`config.mk`:
```
export PLATFORM = sky130hd
export DESIGN_NAME = itlb_gate
export DESIGN_NICKNAME = d
export VERILOG_FILES = /design/src/rtl/itlb_gate_pkg.sv /design/src/rtl/itlb_gate_flags.sv /design/src/rtl/itlb_gate_decide.sv /design/src/rtl/itlb_gate.sv
export SDC_FILE = /design/constraint.sdc
export NUM_CORES = 1
export LEC_CHECK = 0
export BUFFER_PORTS_ARGS = -buffer_cell sky130_fd_sc_hd__buf_2
export CAP_MARGIN = 30
export CORE_ASPECT_RATIO = 0.7
export CORE_UTILIZATION = 55
export DETAILED_ROUTE_END_ITERATION = 10
export GPL_TIMING_DRIVEN = 0
export PLACE_DENSITY = 0.79
export SETUP_SLACK_MARGIN = 0.5
export SYNTH_ARGS = -nofsm -noshare
export SYNTH_HDL_FRONTEND = slang
export SYNTH_SLANG_ARGS = --single-unit
```
`constraint.sdc`:
```
create_clock -name clk -period 2.5 [get_ports clk]
set_clock_uncertainty 0.15 [all_clocks]
set_input_delay 0.125 -clock clk [delete_from_list [all_inputs] [get_ports clk]]
set_output_delay 0.125 -clock clk [all_outputs]
set_load 0.03 [all_outputs]
```
`src/rtl/itlb_gate_pkg.sv`:
```
package itlb_gate_pkg;

    typedef enum logic [2:0] {
        FK_SEQ  = 3'd0,
        FK_DJMP = 3'd1,
        FK_DBR  = 3'd2,
        FK_RET  = 3'd3,
        FK_IND  = 3'd4
    } fetch_kind_e;

    typedef enum logic {
        PG_UNKNOWN = 1'b0,
        PG_KNOWN   = 1'b1
    } pg_state_e;

endpackage

```
`src/rtl/itlb_gate_flags.sv`:
```
module itlb_gate_flags #(
    parameter int IDX_W      = 4,
    parameter int OFF_W      = 2,
    parameter int POS_W      = 8,
    localparam int SLOT_W    = IDX_W + OFF_W,
    localparam int N_INST    = 1 << SLOT_W,
    localparam int LINE_INST = 1 << OFF_W
) (
    input  logic              clk,
    input  logic              rst_n,
    input  logic              fill_valid,
    input  logic [POS_W-1:0]  fill_pos,
    input  logic              br_upd,
    input  logic [SLOT_W-1:0] br_slot,
    input  logic              br_val,
    input  logic              jmp_upd,
    input  logic [SLOT_W-1:0] jmp_slot,
    input  logic              jmp_val,
    input  logic [SLOT_W-1:0] rd_slot,
    output logic              sp_rd,
    output logic              llp_eff
);

    logic              llp_q;
    logic [N_INST-1:0] sp_q;
    logic              fill_last_idx;

    assign fill_last_idx = fill_valid && (&fill_pos[IDX_W-1:0]);
    assign llp_eff       = fill_last_idx ? (&fill_pos) : llp_q;
    assign sp_rd         = sp_q[rd_slot];

    always_ff @(posedge clk or negedge rst_n) begin
        if (!rst_n)
            llp_q <= 1'b0;
        else if (fill_last_idx)
            llp_q <= &fill_pos;
    end

    for (genvar s = 0; s < N_INST; s++) begin : g_sp
        localparam logic [IDX_W-1:0] LINE_IDX = IDX_W'(s / LINE_INST);
        always_ff @(posedge clk or negedge rst_n) begin
            if (!rst_n)
                sp_q[s] <= 1'b0;
            else if (jmp_upd && jmp_slot == SLOT_W'(s))
                sp_q[s] <= jmp_val;
            else if (br_upd && br_slot == SLOT_W'(s))
                sp_q[s] <= br_val;
            else if (fill_valid && fill_pos[IDX_W-1:0] == LINE_IDX)
                sp_q[s] <= 1'b0;
        end
    end

endmodule

```
`src/rtl/itlb_gate_decide.sv`:
```
module itlb_gate_decide
    import itlb_gate_pkg::*;
#(
    parameter int PC_W       = 30,
    parameter int JF_W       = 26,
    parameter int PAGE_OFF_W = 10,
    parameter int SLOT_W     = 6,
    localparam int VPN_W     = PC_W - PAGE_OFF_W
) (
    input  logic [PC_W-1:0]  pc,
    input  logic             next_hit,
    input  fetch_kind_e      kind,
    input  logic [JF_W-1:0]  jmp_field,
    input  logic [VPN_W-1:0] ras_vpn,
    input  logic             cp_eff,
    input  logic             llp_eff,
    input  logic             sp_cur,
    output logic             need_tlb,
    output logic             jmp_same
);

    assign jmp_same = (jmp_field[JF_W-1:PAGE_OFF_W] == pc[JF_W-1:PAGE_OFF_W]);

    always_comb begin
        need_tlb = 1'b1;
        if (kind == FK_IND)
            need_tlb = 1'b1;
        else if (next_hit)
            need_tlb = 1'b0;
        else if (!cp_eff)
            need_tlb = 1'b1;
        else begin
            unique case (kind)
                FK_SEQ:  need_tlb = llp_eff && (&pc[SLOT_W-1:0]);
                FK_DJMP: need_tlb = !jmp_same;
                FK_DBR:  need_tlb = !sp_cur;
                FK_RET:  need_tlb = (ras_vpn != pc[PC_W-1:PAGE_OFF_W]);
                default: need_tlb = 1'b1;
            endcase
        end
    end

endmodule

```
`src/rtl/itlb_gate.sv`:
```
module itlb_gate
    import itlb_gate_pkg::*;
#(
    parameter int PC_W       = 30,
    parameter int JF_W       = 26,
    parameter int PAGE_OFF_W = 10,
    parameter int IDX_W      = 4,
    parameter int OFF_W      = 2,
    parameter int PPN_W      = 20,
    localparam int VPN_W     = PC_W - PAGE_OFF_W,
    localparam int SLOT_W    = IDX_W + OFF_W,
    localparam int POS_W     = PAGE_OFF_W - OFF_W
) (
    input  logic              clk,
    input  logic              rst_n,
    input  logic              fetch_valid,
    input  logic [PC_W-1:0]   pc,
    input  logic              next_hit,
    input  logic [2:0]        next_kind,
    input  logic [JF_W-1:0]   jmp_field,
    input  logic [VPN_W-1:0]  ras_vpn,
    input  logic              fill_valid,
    input  logic [POS_W-1:0]  fill_pos,
    input  logic [PPN_W-1:0]  tlb_ppn,
    output logic              tlb_en,
    output logic [PPN_W-1:0]  phys_ppn
);

    pg_state_e         pg_state, pg_next;
    fetch_kind_e       kind;
    logic              tlb_en_q;
    logic [PPN_W-1:0]  ppn_q;
    logic [VPN_W-1:0]  cur_vpn, prev_vpn;
    logic              prev_valid;
    logic              crossed, cp_eff;
    logic              pend_br;
    logic [SLOT_W-1:0] pend_slot;
    logic              sp_cur, llp_eff, need_tlb, jmp_same;

    assign kind    = fetch_kind_e'(next_kind);
    assign cur_vpn = pc[PC_W-1:PAGE_OFF_W];
    assign crossed = prev_valid && (cur_vpn != prev_vpn);
    assign cp_eff  = tlb_en_q || (!crossed && pg_state == PG_KNOWN);

    // Page state register
    always_ff @(posedge clk or negedge rst_n) begin
        if (!rst_n)
            pg_state <= PG_UNKNOWN;
        else
            pg_state <= pg_next;
    end

    // Page state transitions
    always_comb begin
        pg_next = pg_state;
        if (fetch_valid) begin
            unique case (pg_state)
                PG_UNKNOWN: if (tlb_en_q) pg_next = PG_KNOWN;
                PG_KNOWN:   if (!tlb_en_q && crossed) pg_next = PG_UNKNOWN;
                default:    pg_next = PG_UNKNOWN;
            endcase
        end
    end

    always_ff @(posedge clk or negedge rst_n) begin
        if (!rst_n) begin
            tlb_en_q   <= 1'b1;
            ppn_q      <= '0;
            prev_vpn   <= '0;
            prev_valid <= 1'b0;
            pend_br    <= 1'b0;
            pend_slot  <= '0;
        end else if (fetch_valid) begin
            tlb_en_q   <= need_tlb;
            if (tlb_en_q)
                ppn_q <= tlb_ppn;
            prev_vpn   <= cur_vpn;
            prev_valid <= 1'b1;
            pend_br    <= (kind == FK_DBR);
            pend_slot  <= pc[SLOT_W-1:0];
        end
    end

    assign tlb_en   = fetch_valid && tlb_en_q;
    assign phys_ppn = tlb_en_q ? tlb_ppn : ppn_q;

    itlb_gate_flags #(
        .IDX_W (IDX_W),
        .OFF_W (OFF_W),
        .POS_W (POS_W)
    ) u_flags (
        .clk        (clk),
        .rst_n      (rst_n),
        .fill_valid (fill_valid),
        .fill_pos   (fill_pos),
        .br_upd     (fetch_valid && pend_br),
        .br_slot    (pend_slot),
        .br_val     (!crossed),
        .jmp_upd    (fetch_valid && kind == FK_DJMP),
        .jmp_slot   (pc[SLOT_W-1:0]),
        .jmp_val    (jmp_same),
        .rd_slot    (pc[SLOT_W-1:0]),
        .sp_rd      (sp_cur),
        .llp_eff    (llp_eff)
    );

    itlb_gate_decide #(
        .PC_W       (PC_W),
        .JF_W       (JF_W),
        .PAGE_OFF_W (PAGE_OFF_W),
        .SLOT_W     (SLOT_W)
    ) u_decide (
        .pc        (pc),
        .next_hit  (next_hit),
        .kind      (kind),
        .jmp_field (jmp_field),
        .ras_vpn   (ras_vpn),
        .cp_eff    (cp_eff),
        .llp_eff   (llp_eff),
        .sp_cur    (sp_cur),
        .need_tlb  (need_tlb),
        .jmp_same  (jmp_same)
    );

endmodule

```
==> run metrics <==
status=finished clean; Reg2Reg Depth=8; Remaining DRCs=0; Yosys top cell area share=38.5%; Mapped Area=7400 um^2; critical path type=primary input to register; Slew HR=26.0%; RSZ-0062 raised after global routing=true; Fin Hold WS=0.0426 ns; Synth area leader=dfrtp_1; largest net degree at the start of global routing=75; CTS Buffer Depth=2; setup slack, reg-to-reg=0.09 ns; Avg Inst Size Synth=9.14 um^2; H-tree level count=4; vias in the first global route=7433; share of cells above drive strength 1=32.4%; TritonCTS Buffers=17; post-route ant nets=0; Die Ht=99.1 um; Max VDD drop=0.462 mV; RR Startpoint=prev_vpn[4]; Synth Instances=810; Final Hold Vio Count=0; final setup vio count=0; Power per Cell Area=604 nW/um^2; most common cell after layout, fill and taps aside=nand2_1; GRT Residual Overflow=0; CP arrival=2.60 ns; Via density=6.64; CP Data Required Time=2.65 ns; NetSw=1.77 mW; main area contributors after synthesis=dfrtp_1, mux2_2, nand2_1; Tot GR Track Use=39.4%; routed length per instance=23.6 um; CP Launch Type=primary input; first-pass GRT wire length=40900 um; leakage=4.20 nW; # rows=35; worst skew pair latency=0.43 ns; Detailed Routing Iterations Pass 1=7; num ports=133; f_max=408 MHz; Final Net Count=1115; DIE WIDTH=141 um; fin worst setup slack=0.0505 ns; sequential share of power=34.9%; maximum fanout along the worst path=10; post-DP HPWL=17700 um; Post-synth EDFFs=0; clock power share=43.2%; Ys Warns=0; Yosys reg bits=115; worst slew pin tran=1.10 ns; CP Capture Type=register; Post-synth top flop=dfrtp_1; Internal=4.29 mW; Tmin final=2.45 ns; combinational share of power=22.0%; post-place setup slack=-0.266 ns; Buffers on Ports=116; initial antenna violation count=0; GPL Wtd Cong=1.05; root buffer cell=clkbuf_16; TritonCTS clock tree=done; switching share of power=29.2%; Area Growth Syn to Fin=35.5%; clk slew on worst S/H paths=0.07 ns; Inserted Diodes=0; Post-synth ARST share=100%; CORE AREA=13100 um^2; Iteration-0 DRC Markers=1164; Yosys cell types=51; final WL=27900 um; max-slew violations=0; syn_nets=922; most frequent cells in the layout=nand2_1, dfrtp_1, buf_2, nor2_1, mux2_2; CTS Sinks=115; Tcrit/Tclk final=98.0%; Seq/Total Area, Yosys=38.9%; vias post-DR=7848; FF-to-FF End=u_flags.sp_q[9]; hold crit path type=primary input to async pin; initial core utilization=56.4%; Die ar.=13900 um^2; maxcap violations=0
==> metal layers <==
layer / GRT usage [%] / up-vias / share of wire, %
met3: 13.3 / 174 / 14
met5: 0 / - / 0
li1: - / 3296 / -
met4: 13.9 / 0 / 4.8
met2: 57.8 / 663 / 42
met1: 54.5 / 3715 / 40
==> per-stage QoR <==
stage	setup TNS [ns]	power [mW]	utilization, %	area (um^2)	instances
floorplan	0	2.76	-	7470	810
global placement	-41.45	3.09	62.9	8260	1092
detailed placement	-9.46	3.12	63.1	8290	1093
CTS	0	5.77	73.7	9690	1178
global route	0	6.22	76.4	10000	1182
finish	0	6.06	76.4	10000	1182
==> Yosys cell counts (8+ instances only) <==
| master | count |
|---|---|
| nand2_1 | 122 |
| dfrtp_1 | 114 |
| nor2_1 | 104 |
| mux2_2 | 83 |
| a31oi_1 | 41 |
| clkbuf_1 | 37 |
| a21oi_1 | 33 |
| xnor2_1 | 32 |
| o211ai_1 | 25 |
| xor2_1 | 24 |
| nand3_1 | 23 |
| nor3_1 | 19 |
| or2_2 | 15 |
| o31ai_1 | 14 |
| nand2b_1 | 13 |
| nand4_1 | 13 |
| nor4_1 | 11 |
| mux4_2 | 9 |
| or3_1 | 8 |
==> what timing repair did <==
item                       CTS  global route
gates resized for setup     55           112
pin swaps                   22            17
cloned                       1             2
hold buffers                49             0
hold endpoints to repair   157             0
setup buffers                3             1
setup endpoints to repair   87            87
==> critical path, stage by stage <==
cell and delay [ns]:
buf_2 0.13, clkbuf_1 0.47, clkbuf_1 0.60, nand2_1 0.21, nor3_1 0.64, nand2_1 0.18, nor2_1 0.18, a21oi_2 0.07
==> sequential cells by signal (all words and copies together), names as in the netlist <==
signal	count
u_flags.sp_q	64
tlb_en_q	1
ppn_q	20
pend_slot	6
pend_br	1
prev_valid	1
pg_state	1
prev_vpn	20
u_flags.llp_q	1
==> logic make-up (layout without fill, tap and decap cells) <==
kind of cell / Yosys count / count (layout) / share of synthesized area (%)
DFF: 115 / 115 / 38.9
and+or+nand+nor: 342 / 342 / 20.7
xor gates and xnor gates: 56 / 56 / 6.62
buffers and inverters: 54 / 260 / 3.11
muxes: 102 / 102 / 17.9
AOI/OAI and AO/OA: 141 / 141 / 12.8
==> power groups by stage <==
stage / logic, mW / registers (mW) / clock network, mW
CTS: 1.08 / 2.10 / 2.59
detailed placement: 0.995 / 2.12 / 0
floorplan: 0.658 / 2.10 / 0
global placement: 0.974 / 2.12 / 0
global route: 1.40 / 2.13 / 2.70
finish: 1.33 / 2.11 / 2.62
==> layout make-up <==
| type | count | area [um^2] |
|---|---|---|
| Fill cell | 873 | 3100 |
| Timing Repair Buffer | 174 | 1350 |
| Multi-Input combinational cell | 641 | 4620 |
| Buffer | 49 | 335 |
| Sequential cell | 115 | 2880 |
| Tap cell | 166 | 208 |
| Clock buffer | 19 | 453 |
| Clock inverter | 13 | 173 |
| Inverter | 5 | 18.8 |
==> how the worst max path moves through the flow <==
stage	startpoint	endpoint	slack (ns)	depth (start not counted)
6_report	pc[2]	u_flags.sp_q[12]	0.05	8
2_1_floorplan	pc[0]	tlb_en_q	0.48	8
4_1_cts	prev_vpn[6]	u_flags.sp_q[39]	0.16	7
5_1_grt	fetch_valid	u_flags.sp_q[63]	0.05	6
3_5_place_dp	pc[13]	u_flags.sp_q[12]	-0.27	8
3_3_place_gp	rst_n	ppn_q[11]	-0.30	1
Power figures use the tool's default switching activity.
